[src/rtl/acqreg_pkg.sv]
package acqreg_pkg;

   // byte offsets inside the window; bit 0 of the address is ignored
   localparam int OFS_DELAY = 0;
   localparam int OFS_CTRL  = 2;
   localparam int OFS_STAT  = 4;
   localparam int OFS_EVCNT = 6;
   localparam int OFS_MSEL  = 8;
   localparam int OFS_CLR   = 16;
   localparam int OFS_ARM   = 20;
   localparam int OFS_MON0  = 22;

   // number of command-bus status lines and monitor sources
   localparam int CBUS_LINES = 6;
   localparam int MON_SRCS   = 8;

   typedef enum logic [3:0] {
      SEL_NONE,
      SEL_DELAY,
      SEL_CTRL,
      SEL_STAT,
      SEL_EVCNT,
      SEL_MSEL,
      SEL_CLR,
      SEL_ARM,
      SEL_MON0
   } reg_sel_e;

   // packed: last member is bit 0
   typedef struct packed {
      logic single;
      logic gate_en;
      logic seq_rst;
      logic acq_en;
   } ctrl_t;

endpackage

[src/rtl/acqreg_decode.sv]
module acqreg_decode
   import acqreg_pkg::*;
#(
   parameter int ADDR_W  = 16,
   parameter int WIN_LSB = 8
) (
   input  logic [ADDR_W-1:0]         addr,
   input  logic [ADDR_W-WIN_LSB-1:0] base_sel,
   output logic                      hit,
   output reg_sel_e                  sel
);

   localparam int OFS_W = WIN_LSB;

   logic [OFS_W-1:0] ofs;

   assign ofs = {addr[OFS_W-1:1], 1'b0};
   assign hit = (addr[ADDR_W-1:OFS_W] == base_sel);

   always_comb begin
      case (int'(ofs))
         OFS_DELAY: sel = SEL_DELAY;
         OFS_CTRL:  sel = SEL_CTRL;
         OFS_STAT:  sel = SEL_STAT;
         OFS_EVCNT: sel = SEL_EVCNT;
         OFS_MSEL:  sel = SEL_MSEL;
         OFS_CLR:   sel = SEL_CLR;
         OFS_ARM:   sel = SEL_ARM;
         OFS_MON0:  sel = SEL_MON0;
         default:   sel = SEL_NONE;
      endcase
   end

endmodule

[src/rtl/acqreg_bank.sv]
module acqreg_bank
   import acqreg_pkg::*;
#(
   parameter int DATA_W  = 16,
   parameter int DELAY_W = 8,
   parameter int CNT_W   = 8,
   parameter int SEL_W   = 4,
   parameter int LINES_W = 6,
   parameter int CTRL_W  = 4
) (
   input  logic               clk,
   input  logic               rst_n,
   input  logic               access,
   input  logic               we,
   input  reg_sel_e           sel,
   input  logic [DATA_W-1:0]  wdata,
   input  logic [LINES_W-1:0] cbus_lines,
   input  logic [CNT_W-1:0]   evt_count,
   output logic [DELAY_W-1:0] delay_q,
   output logic [CTRL_W-1:0]  ctrl_q,
   output logic [SEL_W-1:0]   msel_q,
   output logic               mon0_q,
   output logic               evt_clr_p,
   output logic               arm_p,
   output logic [DATA_W-1:0]  rdata,
   output logic               ack
);

   logic [DATA_W-1:0] rd_mux;
   logic              wr_hit;
   logic              rd_hit;

   assign wr_hit = access && we;
   assign rd_hit = access && !we;

   always_comb begin
      case (sel)
         SEL_DELAY: rd_mux = DATA_W'(delay_q);
         SEL_CTRL:  rd_mux = DATA_W'(ctrl_q);
         SEL_STAT:  rd_mux = DATA_W'(cbus_lines);
         SEL_EVCNT: rd_mux = DATA_W'(evt_count);
         SEL_MSEL:  rd_mux = DATA_W'(msel_q);
         SEL_MON0:  rd_mux = DATA_W'(mon0_q);
         default:   rd_mux = '0;
      endcase
   end

   // handshake, read data and strobes
   always_ff @(posedge clk) begin
      if (!rst_n) begin
         ack       <= 1'b0;
         rdata     <= '0;
         evt_clr_p <= 1'b0;
         arm_p     <= 1'b0;
      end else begin
         ack       <= access;
         rdata     <= rd_hit ? rd_mux : '0;
         evt_clr_p <= wr_hit && (sel == SEL_CLR);
         arm_p     <= wr_hit && (sel == SEL_ARM);
      end
   end

   // stored registers
   always_ff @(posedge clk) begin
      if (!rst_n) begin
         delay_q <= '0;
         ctrl_q  <= '0;
         msel_q  <= '0;
         mon0_q  <= 1'b0;
      end else if (wr_hit) begin
         case (sel)
            SEL_DELAY: delay_q <= wdata[DELAY_W-1:0];
            SEL_CTRL:  ctrl_q  <= wdata[CTRL_W-1:0];
            SEL_MSEL:  msel_q  <= wdata[SEL_W-1:0];
            SEL_MON0:  mon0_q  <= wdata[0];
            default:   ;
         endcase
      end
   end

endmodule

[src/rtl/acqreg_monmux.sv]
module acqreg_monmux #(
   parameter int SEL_W     = 4,
   parameter int NSRC      = 8,
   parameter bit REGISTERED = 1'b1
) (
   input  logic             clk,
   input  logic             rst_n,
   input  logic [SEL_W-1:0] sel,
   input  logic [NSRC-1:0]  src,
   output logic             mon
);

   localparam int IDX_W = (NSRC > 1) ? $clog2(NSRC) : 1;

   logic pick;

   always_comb begin
      if (int'(sel) < NSRC) pick = src[sel[IDX_W-1:0]];
      else                  pick = 1'b0;
   end

   if (REGISTERED) begin : g_reg
      always_ff @(posedge clk) begin
         if (!rst_n) mon <= 1'b0;
         else        mon <= pick;
      end
   end else begin : g_comb
      assign mon = pick;
   end

endmodule

[src/rtl/acq_host_regs.sv]
module acq_host_regs
   import acqreg_pkg::*;
#(
   parameter int ADDR_W  = 16,
   parameter int DATA_W  = 16,
   parameter int WIN_LSB = 8,
   parameter int DELAY_W = 8,
   parameter int CNT_W   = 8,
   parameter int SEL_W   = 4,
   parameter bit MON_REG = 1'b1
) (
   input  logic                      clk,
   input  logic                      rst_n,
   input  logic                      bus_cs,
   input  logic                      bus_we,
   input  logic [ADDR_W-1:0]         bus_addr,
   input  logic [DATA_W-1:0]         bus_wdata,
   output logic [DATA_W-1:0]         bus_rdata,
   output logic                      bus_ack,
   input  logic [ADDR_W-WIN_LSB-1:0] base_sel,
   input  logic [CBUS_LINES-1:0]     cbus_lines,
   input  logic [CNT_W-1:0]          evcnt,
   input  logic                      src_eject,
   input  logic                      src_reject,
   input  logic                      src_adc_rst,
   input  logic                      src_armed,
   output logic [DELAY_W-1:0]        delay_val,
   output logic                      acq_enable,
   output logic                      seq_reset,
   output logic                      gate_enable,
   output logic                      single_shot,
   output logic                      evt_clear,
   output logic                      arm_pulse,
   output logic                      mon2_out,
   output logic                      mon0_out
);

   localparam int CTRL_W = $bits(ctrl_t);

   // elaboration-time parameter checks
   if (ADDR_W <= WIN_LSB) begin : g_bad_addr
      $error("ADDR_W must exceed WIN_LSB");
   end
   if (WIN_LSB < 5) begin : g_bad_win
      $error("window too small for the offset map");
   end
   if (DATA_W < DELAY_W || DATA_W < CNT_W || DATA_W < CBUS_LINES) begin : g_bad_data
      $error("DATA_W too narrow for register contents");
   end
   if ((2 ** SEL_W) < MON_SRCS) begin : g_bad_sel
      $error("SEL_W cannot address every monitor source");
   end

   logic                hit;
   reg_sel_e            sel;
   logic [CTRL_W-1:0]   ctrl_raw;
   ctrl_t               ctrl;
   logic [SEL_W-1:0]    mon2_sel;
   logic [MON_SRCS-1:0] mon_src;

   acqreg_decode #(
      .ADDR_W  (ADDR_W),
      .WIN_LSB (WIN_LSB)
   ) u_dec (
      .addr     (bus_addr),
      .base_sel (base_sel),
      .hit      (hit),
      .sel      (sel)
   );

   acqreg_bank #(
      .DATA_W  (DATA_W),
      .DELAY_W (DELAY_W),
      .CNT_W   (CNT_W),
      .SEL_W   (SEL_W),
      .LINES_W (CBUS_LINES),
      .CTRL_W  (CTRL_W)
   ) u_bank (
      .clk        (clk),
      .rst_n      (rst_n),
      .access     (bus_cs && hit),
      .we         (bus_we),
      .sel        (sel),
      .wdata      (bus_wdata),
      .cbus_lines (cbus_lines),
      .evt_count  (evcnt),
      .delay_q    (delay_val),
      .ctrl_q     (ctrl_raw),
      .msel_q     (mon2_sel),
      .mon0_q     (mon0_out),
      .evt_clr_p  (evt_clear),
      .arm_p      (arm_pulse),
      .rdata      (bus_rdata),
      .ack        (bus_ack)
   );

   assign ctrl        = ctrl_t'(ctrl_raw);
   assign acq_enable  = ctrl.acq_en;
   assign seq_reset   = ctrl.seq_rst;
   assign gate_enable = ctrl.gate_en;
   assign single_shot = ctrl.single;

   // source order is the monitor code
   assign mon_src = {cbus_lines[5], cbus_lines[4], cbus_lines[3], src_armed,
                     src_adc_rst, cbus_lines[0], src_reject, src_eject};

   acqreg_monmux #(
      .SEL_W      (SEL_W),
      .NSRC       (MON_SRCS),
      .REGISTERED (MON_REG)
   ) u_mon2 (
      .clk   (clk),
      .rst_n (rst_n),
      .sel   (mon2_sel),
      .src   (mon_src),
      .mon   (mon2_out)
   );

endmodule

[config.mk]
export PLATFORM = sky130hd
export DESIGN_NAME = acq_host_regs
export DESIGN_NICKNAME = d
export VERILOG_FILES = /design/src/rtl/acqreg_pkg.sv /design/src/rtl/acqreg_decode.sv /design/src/rtl/acqreg_bank.sv /design/src/rtl/acqreg_monmux.sv /design/src/rtl/acq_host_regs.sv
export SDC_FILE = /design/constraint.sdc
export NUM_CORES = 1
export LEC_CHECK = 0
export ABC_AREA = 1
export BUFFER_PORTS_ARGS = -buffer_cell sky130_fd_sc_hd__buf_2
export CAP_MARGIN = 20
export CORE_UTILIZATION = 42
export CTS_CLUSTER_DIAMETER = 200
export DETAILED_ROUTE_END_ITERATION = 10
export PLACE_DENSITY = 0.88
export REMOVE_ABC_BUFFERS = 1
export SKIP_CTS_REPAIR_TIMING = 1
export SYNTH_ARGS = -nofsm -noshare
export SYNTH_HDL_FRONTEND = slang
export SYNTH_SLANG_ARGS = --single-unit
[constraint.sdc]
create_clock -name clk -period 1.6 [get_ports clk]
set_input_delay 0.32 -clock clk [delete_from_list [all_inputs] [get_ports clk]]
set_output_delay 0.32 -clock clk [all_outputs]
set_load 0.01 [all_outputs]
---- Yosys cells after proc, flatten, opt, wreduce, memory -nomap -nowiden ----
Memory sizes are Yosys's and may differ from the RTL's.
Index checks and enable logic that the tools add are counted.
word-level totals
  register bits ........................... 37
  ROM bits ................................ 128
  input bits .............................. 62
  output and inout bits ................... 33
  memories ................................ 1
memory list
  name              words  width  read ports  clocked after Yosys merged registers in  wr ports  RTL line             text
  (name not given)  32     4      1           0                                        0         acqreg_decode.sv:21  case (int'(ofs))
operators by class
  magnitude comparators ................... 2
  eq/ne operators ......................... 9
  mux-type cells .......................... 4
  reduce and logical (&&, ||, !) cells .... 13
operators with widths
  kind                                                                    number
  8-bit one-hot mux with 6 select lines                                   1
  4-bit by 3-bit equality test with 1-bit output (second input constant)  4
  2-bit AND reduction                                                     6
  4-bit by 2-bit equality test with 1-bit output (second input constant)  2
  8-bit equality test                                                     1
  1-bit logical AND                                                       5
  4-bit by 1-bit equality test with 1-bit output (second input constant)  1
  4-bit equality test (second input constant)                             1
  3-bit by 4-bit < comparator with 1-bit output (second input constant)   1
  4-bit < comparator (second input constant)                              1
  4-bit two-way mux                                                       1
  1-bit binary-select mux with 3-bit select                               1
  3-bit zero test                                                         1
  1-bit zero test                                                         1
  1-bit two-way mux                                                       1

---- Logic depth before layout (Yosys ltp) ----
  depth in word-level cells ............... 4
  depth in mapped cells ................... 15
  gate-level depth less buffers ........... 14

---- Modules after synthesis ----
From an unflattened synthesis, not the netlist that was laid out.
unflattened totals
  cell total of the unflattened synthesis .. 278
  area total of the unflattened synthesis .. 1767.9 um2
by module, submodules not included
  module         instances  cells an instance  area each (um2)
  acqreg_bank    1          177                1305.0
  acqreg_decode  1          71                 324.1
  acqreg_monmux  1          28                 131.4
  acq_host_regs  1          2                  7.5

---- Worst setup path after synthesis ----
Ideal clock, no wire load.
  path kind ............................... input-to-reg
  start point ............................. input port bus_addr[1]
  end point ............................... register u_bank.delay_q[0]
  library setup time ...................... 0.112 ns
  data arrival time ....................... 1.448 ns
  slack ................................... 0.041 ns
  cell stages on the path ................. 14
  cell sequence ........................... inv_1 > ha_1 > inv_1 > nand2_1 > nand2_1 > nand2_1 > inv_1 > nor2_4 > nand2_4 > nor2_8 > buf_8 > nand3_1 > nand2_1 > nor2_1
between the ends
  cells in the longest elaborated chain, start to end .. 4
ends and longest elaborated chain
  element                                         RTL line             text
  from (decl)                                     acq_host_regs.sv:16  input logic [ADDR_W-1:0] bus_addr,
  memory 32 x 4 bit                               n/a
  4-bit two-way mux                               acqreg_decode.sv:21
  4-bit by 1-bit equality test with 1-bit output  acqreg_bank.sv:71    case (sel)
  2-bit AND reduction (no source line)            n/a
  to (signal assigned)                            acqreg_bank.sv:72    SEL_DELAY: delay_q <= wdata[DELAY_W-1:0];
  to (decl)                                       acqreg_bank.sv:19    output logic [DELAY_W-1:0] delay_q,
No other way between the ends.
A chain may end at the register's enable or synchronous reset.

---- Final worst setup path ----
  start point ............................. input port bus_addr[2]
  end point ............................... register u_bank.rdata[1]
between the ends
  cells in the longest elaborated chain, start to end .. 4
  elaborated cells between the ends (all ways) .. 9
  classes of those cells .................. eq/ne: 6; mux: 2; memory: 1
ends and longest elaborated chain
  element                                            RTL line             text
  memory 32 x 4 bit *                                n/a
  4-bit two-way mux *                                acqreg_decode.sv:21
  4-bit equality test, or another cell as far along  acqreg_bank.sv:37    case (sel)
  8-bit one-hot mux with 6 select lines *            acqreg_bank.sv:37
  to (signal assigned)                               acqreg_bank.sv:57    rdata <= rd_hit ? rd_mux : '0;
  to (decl)                                          acqreg_bank.sv:25    output logic [DATA_W-1:0] rdata,
Every way passes the cells marked *; elsewhere a longest branch is shown, timed or not.

==> impl_metrics.env <==
export IMPL_drive_gt1_frac=0.400
export IMPL_cp_top_family="simple AND/OR/NAND/NOR gates"
export IMPL_finalClockSkew_ns=0.00841
export IMPL_grt_max_degree=18
export IMPL_maxCapViolations=0
export IMPL_wl_per_cell_um=11.8
export IMPL_yosysWarnings=0
export IMPL_status="finished clean"
export IMPL_final_common_cell="buf_2"
export IMPL_end_kind="register"
export IMPL_drc_errors=0
export IMPL_core_area_um2=4410
export IMPL_numCtsBuffers=5
export IMPL_syn_inst=308
export IMPL_ys_seq_area_frac=0.296
export IMPL_antenna_left=0
export IMPL_clk_insertion_delay_late_ns=0.28
export IMPL_tns_ns=0
export IMPL_dieArea_um2=4950
export IMPL_vias=2225
export IMPL_routed_via_density=4.87
export IMPL_leakagePower_nw=1.47
export IMPL_antenna_found_initial=0
export IMPL_finalMaxSlewViolations=0
export IMPL_wl_mm=5.38
export IMPL_fin_crit_sh=0.966
export IMPL_rows=24
export IMPL_synth_seq_cells=29
export IMPL_clock_root_buffer="clkbuf_8"
export IMPL_path_class="in -> reg"
export IMPL_die_x_um=70.4
export IMPL_cts_tree="built"
export IMPL_num_fill_cells=367
export IMPL_clock_sinks=29
export IMPL_hpwl_mm=3.80
export IMPL_grt_ovfl_total=0
export IMPL_syn_area_um2=1960
export IMPL_grt_pass1_wl_mm=8.02
export IMPL_start_kind="primary input"
export IMPL_timing_final_hold_violations=0
export IMPL_multi_input_area_um2=1290
export IMPL_die_height_um=70.4
export IMPL_crit_fanout=5
export IMPL_grt_usage=0.199
export IMPL_path_common_cell="nand2_2"
export IMPL_vdd_drop_max_mv=0.421
export IMPL_pre_cts_ws_ns=-0.305
export IMPL_worstHoldPathType="in -> reg"
export IMPL_initial_core_util=0.445
export IMPL_finalCriticalPeriod_ns=1.54
export IMPL_path_clk_slew_ns=0.06
export IMPL_layout_area_overhead_vs_synth_pct=40.8
export IMPL_synth_cell_type_count=31
export IMPL_setup_slack_ns=0.0552
export IMPL_setup_viol=0
export IMPL_fmax_mhz=647
export IMPL_grt_pass1_vias=2021
export IMPL_rrSetupSlack_ns=0.46
export IMPL_io_pins=95
export IMPL_drt_pass1_iter_count=4
export IMPL_num_nets_final=470
export IMPL_drt_initial_drc_count=174
export IMPL_avgSynthCellArea_um2=6.38
export IMPL_antenna_cells=0
export IMPL_power_density_nw_per_um2=583
export IMPL_worst_path_buf_inv=4
export IMPL_seqCellArea_um2=581
export IMPL_mostFrequentLayoutCells="buf_2 (75), nand2_1 (70), nor2_1 (58), inv_1 (31), dfxtp_1 (29)"
export IMPL_cts_htree_levels=2
export IMPL_clock_path_buffers=2
export IMPL_path_cells="buf_6, inv_4, ha_4, inv_2, nand2_2, nand2_1, nand2_2, nand3_2, nand2_4, nor2_4, buf_4, nand2_1, nand2_2, nor2_2, nor2_4"
export IMPL_critPathArrivalTime_ns=1.71
export IMPL_slowest_stage="nor2_2"
export IMPL_portBuffers=77
export IMPL_gp_congestion=0.957
export IMPL_slowest_delay_ns=0.18
export IMPL_worstPathRequired_ns=1.77
export IMPL_rsz0062_at_grt="true"
-- kinds of logic (layout without fill, tap and decap cells) --
group,after synthesis,after routing,share of synthesized area
and+or+nand+nor,211,213,0.517
buffers and inverters,52,140,0.124
DFF,29,29,0.296
AOI/OAI and AO/OA,8,8,0.0242
adders and majority gates,3,3,0.0191
xor gates and xnor gates,3,3,0.0134
other,1,8,0.00191
muxes,1,1,0.00510
-- worst paths after layout --
check / startpoint / cells after the start / endpoint
worst max-delay path: bus_addr[2] / 15 / u_bank.rdata[1]
worst min-delay path: bus_wdata[0] / 3 / u_bank.mon0_q
worst max register to register: u_bank.msel_q[0] / 5 / u_mon2.mon
worst min register to register: u_bank.ctrl_q[1] / 2 / u_bank.ctrl_q[1]
-- metrics by stage --
step | cells | instance area [um^2] | power (mW) | utilization | hold slack (ns)
floorplan | 303 | 1900 | 0.873 | - | 0.436
global placement | 444 | 2480 | 0.976 | 0.562 | 0.478
detailed placement | 444 | 2480 | 0.983 | 0.562 | 0.486
CTS | 451 | 2570 | 1.57 | 0.582 | 0.293
global route | 457 | 2770 | 1.68 | 0.626 | 0.316
finish | 457 | 2770 | 1.61 | 0.626 | 0.294
-- layout make-up --
type	count	area share
Multi-Input combinational cell	236	0.468
Sequential cell	29	0.210
Timing Repair Buffer	93	0.209
Inverter	40	0.0588
Clock buffer	7	0.0312
Tap cell	52	0.0235
-- report_power, final --
part	switching [mW]	internal (mW)	total, mW
Sequential	0.000289	0.724	0.724
Clock	0.262	0.340	0.602
Combinational	0.164	0.121	0.285
-- routing by layer --
metal / up-vias / part of all wire / global-route usage / routed length (um)
met5: - / 0 / 0 / 0
met4: 0 / 0.023 / 0.0711 / 123
met3: 19 / 0.083 / 0.0346 / 449
met2: 104 / 0.50 / 0.365 / 2670
met1: 974 / 0.40 / 0.228 / 2140
li1: 1128 / - / - / -
-- worst register-to-register path, stage by stage (launching register included) --
cell	delay, ns
dfxtp_1	0.47
inv_1	0.13
nor2_1	0.13
o221ai_1	0.15
nand3b_1	0.10
nor2_1	0.05
-- cell usage after synthesis (all sizes together) --
master | instances | area [um^2]
nand2 | 90 | 378
nor2 | 78 | 389
inv | 39 | 146
nand3 | 33 | 180
dfxtp | 29 | 581
buf | 10 | 80.1
nand4 | 5 | 37.5
a21oi | 3 | 15.0
ha | 3 | 37.5
o21ai | 3 | 15.0
or2 | 3 | 18.8
clkbuf | 2 | 7.51
xnor2 | 2 | 17.5
clkinv | 1 | 8.76
conb | 1 | 3.75
mux2i | 1 | 10.0
nand3b | 1 | 7.51
nor3 | 1 | 5.00
o221ai | 1 | 8.76
o32ai | 1 | 8.76
xor2 | 1 | 8.76
-- sequential cells by signal, summed over array words and instances (netlist names) --
signal,count
u_bank.ack,1
u_bank.arm_p,1
u_bank.ctrl_q,4
u_bank.delay_q,8
u_bank.evt_clr_p,1
u_bank.mon0_q,1
u_bank.msel_q,4
u_bank.rdata,8
u_mon2.mon,1
Power figures use the tool's default switching activity.
